## config.mk

```make
export PLATFORM = sky130hd
export DESIGN_NAME = dma_chan_tracker
export DESIGN_NICKNAME = d
export VERILOG_FILES = /design/src/rtl/dma_trk_pkg.sv /design/src/rtl/dma_trk_cnt.sv /design/src/rtl/dma_trk_flags.sv /design/src/rtl/dma_chan_tracker.sv
export SDC_FILE = /design/constraint.sdc
export NUM_CORES = 1
export LEC_CHECK = 0
export ABC_AREA = 1
export BUFFER_PORTS_ARGS = -buffer_cell sky130_fd_sc_hd__clkbuf_2
export CAP_MARGIN = 20
export CORE_ASPECT_RATIO = 0.7
export CORE_MARGIN = 3
export CORE_UTILIZATION = 60
export CTS_CLUSTER_DIAMETER = 150
export CTS_CLUSTER_SIZE = 40
export DETAILED_ROUTE_END_ITERATION = 10
export MAX_ROUTING_LAYER = met4
export PLACE_DENSITY = 0.93
export SLEW_MARGIN = 10
export SYNTH_ARGS = -nofsm -noshare
export SYNTH_HDL_FRONTEND = slang
export SYNTH_SLANG_ARGS = --single-unit
```

## constraint.sdc

```tcl
create_clock -name clk_i -period 2.9 [get_ports clk_i]
set_input_delay 0.58 -clock clk_i [delete_from_list [all_inputs] [get_ports clk_i]]
set_output_delay 0.58 -clock clk_i [all_outputs]
set_load 0.005 [all_outputs]
```

## src/rtl/dma_trk_pkg.sv

```systemverilog
package dma_trk_pkg;
  localparam int unsigned NFLAG    = 8;
  localparam int unsigned F_SRC_DN = 7;
  localparam int unsigned F_SRC_HF = 6;
  localparam int unsigned F_DST_DN = 5;
  localparam int unsigned F_DST_HF = 4;
  localparam int unsigned F_BLK    = 3;
  localparam int unsigned F_CELL   = 2;
  localparam int unsigned F_ABORT  = 1;
  localparam int unsigned F_ADDR   = 0;
  // counter slots
  localparam int unsigned C_SRC  = 0;
  localparam int unsigned C_DST  = 1;
  localparam int unsigned C_CELL = 2;
  localparam int unsigned C_BLK  = 3;
  localparam int unsigned NCNT   = 4;
  typedef logic [NFLAG-1:0] flags_t;
endpackage

```

## src/rtl/dma_trk_cnt.sv

```systemverilog
module dma_trk_cnt #(
  parameter int unsigned W = 8
) (
  input  logic         clk_i,
  input  logic         rst_ni,
  input  logic         clr_i,
  input  logic         step_i,
  input  logic [W-1:0] limit_i,
  output logic [W-1:0] cnt_o,
  output logic         done_o,
  output logic         half_o
);
  logic [W-1:0] cnt_q;
  logic [W:0]   nxt;
  logic [W-1:0] half_lim;

  assign nxt      = {1'b0, cnt_q} + {{W{1'b0}}, 1'b1};
  assign half_lim = limit_i >> 1;
  assign done_o   = step_i && (nxt == {1'b0, limit_i});
  assign half_o   = step_i && (half_lim != '0) && (nxt == {1'b0, half_lim});
  assign cnt_o    = cnt_q;

  always_ff @(posedge clk_i or negedge rst_ni) begin
    if (!rst_ni)      cnt_q <= '0;
    else if (clr_i)   cnt_q <= '0;
    else if (step_i)  cnt_q <= done_o ? '0 : nxt[W-1:0];
  end


  cnt_step_chk: assert property (@(posedge clk_i) disable iff (!rst_ni)
    step_i && !clr_i && !done_o |=> cnt_o == W'($past(cnt_o) + 1'b1));

  cnt_wrap_chk: assert property (@(posedge clk_i) disable iff (!rst_ni)
    done_o |=> cnt_o == '0);

  cnt_clr_chk: assert property (@(posedge clk_i) disable iff (!rst_ni)
    clr_i |=> cnt_o == '0);
endmodule

```

## src/rtl/dma_trk_flags.sv

```systemverilog
module dma_trk_flags
  import dma_trk_pkg::*;
(
  input  logic   clk_i,
  input  logic   rst_ni,
  input  flags_t set_i,
  input  flags_t clr_i,
  input  flags_t en_i,
  output flags_t flags_o,
  output logic   irq_o
);
  flags_t flags_q;

  always_ff @(posedge clk_i or negedge rst_ni) begin
    if (!rst_ni) flags_q <= '0;
    else         flags_q <= (flags_q & ~clr_i) | set_i;
  end

  assign flags_o = flags_q;
  assign irq_o   = |(flags_q & en_i);


  set_wins_chk: assert property (@(posedge clk_i) disable iff (!rst_ni)
    set_i != '0 |=> (flags_o & $past(set_i)) == $past(set_i));

  sticky_chk: assert property (@(posedge clk_i) disable iff (!rst_ni)
    1'b1 |=> (flags_o & ~$past(set_i)) == ($past(flags_o) & ~$past(clr_i) & ~$past(set_i)));
endmodule

```

## src/rtl/dma_chan_tracker.sv

```systemverilog
module dma_chan_tracker
  import dma_trk_pkg::*;
#(
  parameter int unsigned SZW  = 8,
  parameter int unsigned IRQW = 6
) (
  input  logic            clk_i,
  input  logic            rst_ni,
  input  logic            chan_en_i,
  input  logic [SZW-1:0]  src_size_i,
  input  logic [SZW-1:0]  dst_size_i,
  input  logic [SZW-1:0]  cell_size_i,
  input  logic [IRQW-1:0] abort_num_i,
  input  logic            beat_i,
  input  logic            pat_match_i,
  input  logic            irq_valid_i,
  input  logic [IRQW-1:0] irq_num_i,
  input  logic            src_addr_err_i,
  input  logic            dst_addr_err_i,
  input  logic [7:0]      flag_clr_i,
  input  logic [7:0]      flag_en_i,
  output logic [7:0]      flags_o,
  output logic            irq_o,
  output logic            active_o,
  output logic [SZW-1:0]  src_ptr_o,
  output logic [SZW-1:0]  dst_ptr_o
);
  logic halt_q, active, abort_hit, pat_hit, beat_hit, cnt_clr;
  logic [SZW-1:0] blk_lim;
  logic [SZW-1:0] lim  [NCNT];
  logic [SZW-1:0] cnt  [NCNT];
  logic [NCNT-1:0] done, half;
  flags_t set;

  assign active    = chan_en_i && !halt_q;
  assign abort_hit = active && irq_valid_i && (irq_num_i == abort_num_i);
  assign pat_hit   = active && pat_match_i && !abort_hit;
  assign beat_hit  = active && beat_i && !abort_hit && !pat_match_i;
  assign blk_lim   = (src_size_i > dst_size_i) ? src_size_i : dst_size_i;
  assign cnt_clr   = !chan_en_i || abort_hit || pat_hit || done[C_BLK];

  assign lim[C_SRC]  = src_size_i;
  assign lim[C_DST]  = dst_size_i;
  assign lim[C_CELL] = cell_size_i;
  assign lim[C_BLK]  = blk_lim;

  for (genvar g = 0; g < NCNT; g++) begin : g_cnt
    dma_trk_cnt #(.W(SZW)) u_cnt (
      .clk_i   (clk_i),
      .rst_ni  (rst_ni),
      .clr_i   (cnt_clr),
      .step_i  (beat_hit),
      .limit_i (lim[g]),
      .cnt_o   (cnt[g]),
      .done_o  (done[g]),
      .half_o  (half[g])
    );
  end

  always_ff @(posedge clk_i or negedge rst_ni) begin
    if (!rst_ni)         halt_q <= 1'b0;
    else if (!chan_en_i) halt_q <= 1'b0;
    else if (abort_hit)  halt_q <= 1'b1;
  end

  always_comb begin
    set           = '0;
    set[F_SRC_DN] = done[C_SRC];
    set[F_SRC_HF] = half[C_SRC];
    set[F_DST_DN] = done[C_DST];
    set[F_DST_HF] = half[C_DST];
    set[F_BLK]    = done[C_BLK] || pat_hit;
    set[F_CELL]   = done[C_CELL];
    set[F_ABORT]  = abort_hit;
    set[F_ADDR]   = src_addr_err_i || dst_addr_err_i;
  end

  dma_trk_flags u_flags (
    .clk_i   (clk_i),
    .rst_ni  (rst_ni),
    .set_i   (set),
    .clr_i   (flag_clr_i),
    .en_i    (flag_en_i),
    .flags_o (flags_o),
    .irq_o   (irq_o)
  );

  assign active_o  = active;
  assign src_ptr_o = cnt[C_SRC];
  assign dst_ptr_o = cnt[C_DST];


  abort_stop_chk: assert property (@(posedge clk_i) disable iff (!rst_ni)
    abort_hit |=> !active_o && src_ptr_o == '0 && dst_ptr_o == '0);

  halt_frozen_chk: assert property (@(posedge clk_i) disable iff (!rst_ni)
    chan_en_i && !active_o |=> src_ptr_o == '0 && dst_ptr_o == '0);

  addr_err_chk: assert property (@(posedge clk_i) disable iff (!rst_ni)
    src_addr_err_i || dst_addr_err_i |=> flags_o[F_ADDR]);

  disable_chk: assert property (@(posedge clk_i) disable iff (!rst_ni)
    !chan_en_i |=> src_ptr_o == '0 && dst_ptr_o == '0);

  irq_src_chk: assert property (@(posedge clk_i) disable iff (!rst_ni)
    irq_o |-> flags_o != '0);
endmodule

```

# After elaboration in Yosys (flattened, before gate mapping)
# Cells that the tools add are included.
# W data, S select, Z words.
# word_totals
reg_bits,41
out_inout_bits,26
elab_cells,67
# op_classes
n_addsub,4
n_lt_le_gt_ge,1
n_eq_ne,8
muxes,15
bitwise_logic,4
reduce_logical,29
# op_table
operator,n
$mux W8,13
$add A8 B1 Y9 const B,4
$eq A9 B8 Y1,4
$eq A9 B7 Y1,2
$and A8 B8 Y8,2
$logic_and A1 B1 Y1,16
$reduce_bool A8 Y1,2
$gt A8 B8 Y1,1
$not A8 Y8,1
$or A8 B8 Y8,1
$reduce_or A8 Y1,1
$eq A6 B6 Y1,1
$logic_or A1 B1 Y1,5
$logic_not A1 Y1,4
$mux W1,2
$ne A2 B1 Y1 const B,1
$reduce_bool A2 Y1,1

# Logic depth before layout (Yosys ltp)
# Gate-level depths: netlist (run 1).
# logic_depth
ltp_word,11
mapped_depth,21
mapped_depth_nobuf,19

# Cells and area by module
# A second synthesis (run 1) with hierarchy kept.
# hier_totals
hier_cells,751
hier_area_um2,4514.3
# modules_own_cells
module,n_inst,cells_each,area_each_um2,seq_area_each_um2
dma_trk_cnt,4,153,895.9,200.2
dma_chan_tracker,1,100,584.3,25.0
dma_trk_flags,1,39,346.6,200.2

# Least setup slack after synthesis (run 1)
# OpenSTA, ideal clock, no wires.
# synth_path
path_kind,input to register
start,input dst_size_i[1]
end,register g_cnt[3].u_cnt.cnt_q[0]
setup_ns,0.120
t_arrival_ns,2.242
slack_ns,0.538
cell_stages,17
cell_sequence,inv_1 ha_1 nand2_1 nand2_1 nand2_1 nand2_1 nand2_2 nand2_4 nand2_4 buf_6 o211ai_1 nand2_1 nor2_2 nand3_2 nand2_4 buf_12 nor2_2
# synth_between
elab_chain_len,7
elab_cells_between_ends,9
classes_between,1 x order compare; 1 x eq/ne; 4 x mux; 3 x reduce/logical
# synth_lines
item,line_no,source
from (decl),dma_chan_tracker.sv:11,"input logic [SZW-1:0] dst_size_i,"
$gt A8 B8 Y1,dma_chan_tracker.sv:39,assign blk_lim = (src_size_i > dst_size_i) ? src_size_i : dst_size_i;
$mux W8 (*),dma_chan_tracker.sv:39,
$eq A9 B8 Y1 (*),dma_trk_cnt.sv:19,"assign done_o = step_i && (nxt == {1'b0, limit_i});"
$logic_and A1 B1 Y1 (*),dma_trk_cnt.sv:19,
$mux W8 (2 in a row),dma_trk_cnt.sv:26,else if (step_i) cnt_q <= done_o ? '0 : nxt[W-1:0];
$mux W8,dma_trk_cnt.sv:25,else if (clr_i) cnt_q <= '0;
to (signal assigned),dma_trk_cnt.sv:26,
to (decl),dma_trk_cnt.sv:13,logic [W-1:0] cnt_q;
# Mark *: on every way between the ends. The rest lies on a longest branch, timed or not. The select of a mux whose other input is x is not followed.
# A chain may end at the register's enable or synchronous reset.

# Final worst setup path (run 1)
# layout_path
start,input dst_size_i[3]
end,register g_cnt[2].u_cnt.cnt_q[1]
# layout_between
elab_chain_len,6
elab_cells_between_ends,7
classes_between,1 x order compare; 1 x eq/ne; 2 x mux; 3 x reduce/logical
# layout_lines
item,line_no,source
$gt A8 B8 Y1,dma_chan_tracker.sv:39,
$mux W8 (*),dma_chan_tracker.sv:39,
$eq A9 B8 Y1 (*),dma_trk_cnt.sv:19,
$logic_and A1 B1 Y1 (*),dma_trk_cnt.sv:19,
$logic_or A1 B1 Y1 (*),dma_chan_tracker.sv:40,assign cnt_clr = !chan_en_i || abort_hit || pat_hit || done[C_BLK];
$mux W8 / $reduce_bool A2 Y1 (equally long branches),--,
to (signal assigned),dma_trk_cnt.sv:26,
to (decl),dma_trk_cnt.sv:13,
# Mark *: on every way between the ends. The rest lies on a longest branch, timed or not.

==> impl_metrics.ini, run 1 <==
[routing]
routed-via-count = 4120
detail_route.vias_per_cell = 5.40
final_wirelength_mm = 10.7
drt-pass1-iter-count = 5
post_drt_wl_per_cell_um = 14.0
initialDrtViolationCount = 358
ant_nets = 0
drt_drc_violations_left = 0

[placed_design]
placed_cells = 755
gp_congestion = 0.914
hpwl_mm = 8.48
place.port_buffers = 85
placement.setup.worst_slack_ps = 58.3

[clock_network]
post-cts-setup-buffers = 0
cts_hold_buffers = 0
numCtsBuffers = 5
h-tree-depth = 2
clockRootBuffer = sky130_fd_sc_hd__clkbuf_8
tritoncts = done
post_cts.resized_instances = 0
tritoncts_num_sinks = 41
cts.path.max_buffers = 2
clk_pin_slew_ps = 80
insertion_delay_ps = 300

[synth]
avgSynthCellArea_um2 = 6.51
most_area_hungry_cell_type_in_the_yosys_netlist = sky130_fd_sc_hd__dfrtp_1
yosys_warnings = 0
synth_top_cells_by_area = sky130_fd_sc_hd__dfrtp_1 26%, sky130_fd_sc_hd__nand2_1 15%, sky130_fd_sc_hd__inv_1 11%
syn-num-nets = 679
yosys.cell_types.count = 37
async_reset_ff_share_pct = 100
most_numerous_cell_in_the_yosys_netlist = sky130_fd_sc_hd__nand2_1
ys_ff_latch = 41
ys_dominant_reg_cell = sky130_fd_sc_hd__dfrtp_1
synth_enable_flop_cells = 0
ys_seq_area_share_pct = 25.9
postSynthCellCount = 607
synthesis.area_mm2 = 0.00395
area_share_of_the_largest_cell_type_after_synthesis_pct = 25.9
synth.top_cells.by_count = 163 x sky130_fd_sc_hd__nand2_1, 112 x sky130_fd_sc_hd__inv_1, 53 x sky130_fd_sc_hd__nand3_1

[worst_setup_path]
reg2regPathDepth = 12
r2r_start = g_cnt[0].u_cnt.cnt_o[0]$_DFFE_PN0P_
cpPeakStageDelay_ps = 320
timing.critical_path.fanout_max = 14
cp_class = in -> reg
critical_path.startpoint_type = input pin
cp_top_family = simple AND/OR/NAND/NOR gates
worst_r2r_endpoint = g_cnt[0].u_cnt.cnt_o[0]$_DFFE_PN0P_
timing.critical_path.slowest_stage_cell = sky130_fd_sc_hd__ha_1
critical_path.cell_chain = clkbuf_2 > inv_1 > ha_1 > nand2_1 > inv_2 > nand2_1 > nand2_1 > nand2_2 > nand2_4 > nand2_4 > nand2_1 > nand2_1 > nand2_1 > nand2_1 > nand2_1 > nor2_2 > nand3_2 > nand2_4 > buf_12 > nor2_1
endpoint_kind = register
worst_path_required_time_ps = 3090
critical-path-top-cell-by-count = sky130_fd_sc_hd__nand2_1
arrival_ps = 2760
worstPathBufferInverterCount = 4
reg2reg_slack_ps = 600

[pwr]
worst_ir_drop_vdd_mv = 0.221
power_density_mw_per_mm2 = 281
cellLeakagePower_nw = 2.39

[floorplanning]
die_y_um = 73.9
die_area_mm2 = 0.00762
initial_utilization_pct = 62.7
site_row_count = 24
placeableCoreArea_mm2 = 0.00631
pin_count = 86
die_x_um = 103

[sta]
timing.slew.headroom_pct = 59.2
hold_viol_final = 0
finalWorstPathRequiredPeriod_ps = 2570
hold_slack_ps = 253
final_count_of_pins_violating_max_slew = 0
fin_ws_ps = 333
clock_skew_ps = 6.49
rsz0062_at_grt = no
period_share_pct = 88.5
final-setup-viol-count = 0
sum_neg_setup_slack_ps = 0
worst_pin_slew_ps = 610
clock.fmax_ghz = 0.390

[global_routing]
grt_start_max_net_pins = 36
wire_length_of_the_first_global_routing_pass_mm = 17.3
first_global_vias = 3837
globalRouteTotalUtil_pct = 29.9
grt_antenna_before_repair = 0
grt_overflow = 0

[worst_hold_path]
hold_path_class = in -> async

[cells_and_area]
post_route_cells_drive_above_1_share_pct = 22.5
antenna_cells_inserted = 0
area_growth_pct = 12.9
design.final.nets = 756
finalNonFillerCells = 763

[status]
outcome = finished clean

[run]
timing.max_cap.violations = 0
## layer usage
| layer | track usage (%) | part of all wire [%] | up-vias | wire length (um) |
|---|---|---|---|---|
| met5 | - | 0 | - | 0 |
| met2 | 47.5 | 46 | 213 | 4980 |
| li1 | - | - | 2017 | - |
| met4 | 6.61 | 1.3 | 0 | 139 |
| met3 | 4.93 | 8.4 | 19 | 896 |
| met1 | 40.5 | 44 | 1871 | 4690 |
## area by class of cell
type                    count  area [um2]
flip-flops and latches     41        1030
clock buffers               5        68.8
fillers                   519        1840
repair buffers             96         533
clock inverters             3        17.5
multi-input cells         426        2290
inverters                 114         428
well taps                  78        97.6
## flip-flops by register name, summed over array words and instances (netlist names)
name and cells:
g_cnt.u_cnt.cnt_o 32, u_flags.flags_o 8, halt_q 1
## cells by family after synthesis
family,after synthesis,synth area share [%]
buffers and inverters,140,16.0
adders and majority gates,12,3.80
and+or+nand+nor,332,39.3
AOI/OAI and AO/OA,46,6.61
xor gates and xnor gates,36,8.32
DFF,41,25.9
## per-stage QoR
step / utilization (%) / total power [mW] / instance area [um2]
after floorplan: - / 0.779 / 3950
after detailed placement: 69.4 / 0.887 / 4380
after global placement: 69.4 / 0.878 / 4380
after global routing: 70.8 / 1.32 / 4460
final: 70.8 / 1.25 / 4460
after CTS: 70.8 / 1.25 / 4460
## cells in the final DEF (no fill, tap or decap), types with 3 or more instances in the layout
cell / instances
sky130_fd_sc_hd__a21oi_1: 8
sky130_fd_sc_hd__nand2_2: 6
sky130_fd_sc_hd__nand2_4: 3
sky130_fd_sc_hd__nand4_1: 11
sky130_fd_sc_hd__o21ai_0: 23
sky130_fd_sc_hd__xnor2_1: 7
sky130_fd_sc_hd__clkbuf_8: 5
sky130_fd_sc_hd__o21ai_1: 3
sky130_fd_sc_hd__nor2_1: 42
sky130_fd_sc_hd__ha_1: 12
sky130_fd_sc_hd__inv_1: 112
sky130_fd_sc_hd__a21o_1: 3
sky130_fd_sc_hd__buf_4: 9
sky130_fd_sc_hd__nor2_2: 26
sky130_fd_sc_hd__nand3_1: 53
sky130_fd_sc_hd__clkbuf_2: 85
sky130_fd_sc_hd__dfrtp_1: 41
sky130_fd_sc_hd__nand3_2: 3
sky130_fd_sc_hd__or2_2: 6
sky130_fd_sc_hd__nor3_1: 8
sky130_fd_sc_hd__xor2_1: 28
sky130_fd_sc_hd__nand2_1: 163
sky130_fd_sc_hd__nand3b_1: 6
## worst register-to-register path: cells and delay by family (launching register included)
kind | cells | cell delay [ps]
compound gates | 3 | 560
fa+ha+maj | 1 | 260
buf+inv | 1 | 110
flops | 1 | 480
simple gates | 7 | 770
## how the worst max path moves through the flow
stage | from | end | depth (start not counted)
6_report | dst_size_i[3] | g_cnt[2].u_cnt.cnt_o[1]$_DFFE_PN0P_ | 20
5_1_grt | dst_size_i[3] | g_cnt[2].u_cnt.cnt_o[0]$_DFFE_PN0P_ | 20
4_1_cts | dst_size_i[3] | g_cnt[2].u_cnt.cnt_o[1]$_DFFE_PN0P_ | 20
3_5_place_dp | dst_size_i[3] | g_cnt[2].u_cnt.cnt_o[1]$_DFFE_PN0P_ | 20
3_3_place_gp | dst_size_i[5] | g_cnt[2].u_cnt.cnt_o[0]$_DFFE_PN0P_ | 18
2_1_floorplan | dst_size_i[1] | g_cnt[3].u_cnt.cnt_o[0]$_DFFE_PN0P_ | 17
## report_power, final
| group | internal (mW) | switching, mW | leakage (nW) |
|---|---|---|---|
| Sequential | 0.576 | 0.00643 | 0.566 |
| Combinational | 0.119 | 0.179 | 1.78 |
| Clock | 0.166 | 0.206 | 0.0439 |
Power figures use the tool's default switching activity.
==> run 2, diff against run 1 <==
--- a/config.mk
+++ b/config.mk
@@ -10,13 +10,14 @@
 export CAP_MARGIN = 20
 export CORE_ASPECT_RATIO = 0.7
 export CORE_MARGIN = 3
-export CORE_UTILIZATION = 60
+export CORE_UTILIZATION = 62
 export CTS_CLUSTER_DIAMETER = 150
 export CTS_CLUSTER_SIZE = 40
 export DETAILED_ROUTE_END_ITERATION = 10
 export MAX_ROUTING_LAYER = met4
-export PLACE_DENSITY = 0.93
+export PLACE_DENSITY = 0.94
 export SLEW_MARGIN = 10
 export SYNTH_ARGS = -nofsm -noshare
 export SYNTH_HDL_FRONTEND = slang
+export SYNTH_HIERARCHICAL = 1
 export SYNTH_SLANG_ARGS = --single-unit
==> impl_metrics.ini, run 2 <==
[status]
outcome = finished with violations
failed_checks = setup timing

[sta]
hold_viol_final = 0
final_count_of_pins_violating_max_slew = 0
clock_skew_ps = 6.31
finalWorstPathRequiredPeriod_ps = 3090
timing.slew.headroom_pct = 58.4
worst_pin_slew_ps = 623
clock.fmax_ghz = 0.324
rsz0062_at_grt = yes
period_share_pct = 107
fin_ws_ps = -190
final-setup-viol-count = 32
hold_slack_ps = 274

[floorplanning]
die_y_um = 75.6
initial_utilization_pct = 66.5
pin_count = 86
die_area_mm2 = 0.00797
placeableCoreArea_mm2 = 0.00646
die_x_um = 105
site_row_count = 24

[global_routing]
grt_start_max_net_pins = 42
wire_length_of_the_first_global_routing_pass_mm = 21.5
grt_antenna_before_repair = 0
grt_overflow = 0
globalRouteTotalUtil_pct = 34.9
first_global_vias = 4678

[routing]
initialDrtViolationCount = 431
ant_nets = 0
drt-pass1-iter-count = 6
drt_drc_violations_left = 0
post_drt_wl_per_cell_um = 15.5
detail_route.vias_per_cell = 5.62
routed-via-count = 5190
final_wirelength_mm = 14.3

[placed_design]
gp_congestion = 0.979
place.port_buffers = 85
hpwl_mm = 10.1

[cells_and_area]
final_common_cell = sky130_fd_sc_hd__nand2_1
most_used_cells_in_the_layout_excluding_fill_and_tap_cells = 259 x sky130_fd_sc_hd__nand2_1, 87 x sky130_fd_sc_hd__inv_1, 74 x sky130_fd_sc_hd__clkbuf_2
area_growth_pct = 32.4
number_of_flip_flops_under_the_largest_register_name = 32
antenna_cells_inserted = 0
design.final.nets = 904
post_route_cells_drive_above_1_share_pct = 34.5

[worst_setup_path]
timing.critical_path.fanout_max = 8
arrival_ps = 3320
cp_class = in -> reg
endpoint_kind = register
critical_path.startpoint_type = input pin
worst_path_required_time_ps = 3130

[clock_network]
h-tree-depth = 2
numCtsBuffers = 5
tritoncts = done
clk_pin_slew_ps = 90
clockRootBuffer = sky130_fd_sc_hd__clkbuf_8
insertion_delay_ps = 300
tritoncts_num_sinks = 41
cts.path.max_buffers = 2

[pwr]
cellLeakagePower_nw = 3.06
worst_ir_drop_vdd_mv = 0.228
post-layout-total-power_mw = 1.68
power_density_mw_per_mm2 = 296

[run]
timing.max_cap.violations = 0

[worst_hold_path]
hold_path_class = in -> async

[synth]
synthesis.area_mm2 = 0.00429
postSynthCellCount = 707
syn-num-nets = 779
yosys_warnings = 6
avgSynthCellArea_um2 = 6.07
-- run 2: where the power goes --
group / switching, mW / internal, mW
Clock: 0.215 / 0.281
Combinational: 0.327 / 0.234
Sequential: 0.0363 / 0.590
-- run 2: path summary, 6_finish.rpt --
check	slack, ps	startpoint	cells past startpoint	to
worst max-delay path	-190	dst_size_i[2]	27	g_cnt[2].u_cnt/cnt_o[7]$_DFFE_PN0P_
worst min-delay path	270	rst_ni	1	g_cnt[1].u_cnt/cnt_o[3]$_DFFE_PN0P_
worst max register to register	160	halt_q$_DFFE_PN0P_	20	g_cnt[1].u_cnt/cnt_o[2]$_DFFE_PN0P_
worst min register to register	530	halt_q$_DFFE_PN0P_	2	halt_q$_DFFE_PN0P_
max in group asynchronous	2100	rst_ni	2	g_cnt[3].u_cnt/cnt_o[3]$_DFFE_PN0P_
min in group clk_i	440	flag_clr_i[1]	2	u_flags/flags_o[1]$_DFF_PN0_
-- run 2: per-layer routing --
layer | share of wire [%] | global-route usage, % | vias to the layer above
li1 | - | - | 2434
met1 | 38 | 41.9 | 2327
met5 | 0 | - | -
met2 | 48 | 60.9 | 356
met3 | 10 | 5.59 | 73
met4 | 3.8 | 12.1 | 0
-- run 2: what timing repair did --
item,in CTS,in global routing
pin swaps,23,20
setup endpoints to repair,32,32
hold buffers,0,0
gates resized for setup,25,57
setup buffers,3,3
endpoints found under the hold margin,0,0
-- run 2: cell type report --
cell class                 count  area (um2)
clock inverter                 1        30.0
sequential                    41        1030
timing repair buffer         122         818
clock buffer                   7        86.3
fill                         350         774
inverter                     111         454
tap                           91         114
multi-input combinational    551        3150
-- run 2: metrics by stage --
stage	cell area (um2)	worst slack, ps	utilization [%]	cells	setup TNS (ps)
floorplan	4520	-366	-	707	-11120
global placement	5240	-297	81.1	909	-8770
detailed placement	5240	-421	81.1	909	-11650
CTS	5480	-19.9	84.8	920	-19.9
global route	5680	-350	88.0	924	-9020
finish	5680	-190	88.0	924	-3210
-- run 2: worst max-delay path, cell delays in order --
cell                      delay, ps
sky130_fd_sc_hd__buf_2          120
sky130_fd_sc_hd__inv_4           40
sky130_fd_sc_hd__ha_4           260
sky130_fd_sc_hd__nand2_4         50
sky130_fd_sc_hd__inv_4           60
sky130_fd_sc_hd__nand2_1         40
sky130_fd_sc_hd__nand2_1         60
sky130_fd_sc_hd__nand2_2         70
sky130_fd_sc_hd__nand2_4        100
sky130_fd_sc_hd__buf_4          120
sky130_fd_sc_hd__buf_4          110
sky130_fd_sc_hd__nand3_1         60
sky130_fd_sc_hd__nand2_1        120
sky130_fd_sc_hd__inv_1           60
sky130_fd_sc_hd__nand3_1         90
sky130_fd_sc_hd__nand2_1         90
sky130_fd_sc_hd__nor2_4         120
sky130_fd_sc_hd__nand3_4         80
sky130_fd_sc_hd__inv_2           70
sky130_fd_sc_hd__inv_2           40
sky130_fd_sc_hd__nand4_1        150
sky130_fd_sc_hd__buf_6          160
sky130_fd_sc_hd__nor2_4          40
sky130_fd_sc_hd__or2_4          330
sky130_fd_sc_hd__a21oi_2        120
sky130_fd_sc_hd__nand2_1         80
sky130_fd_sc_hd__nand2_1         90
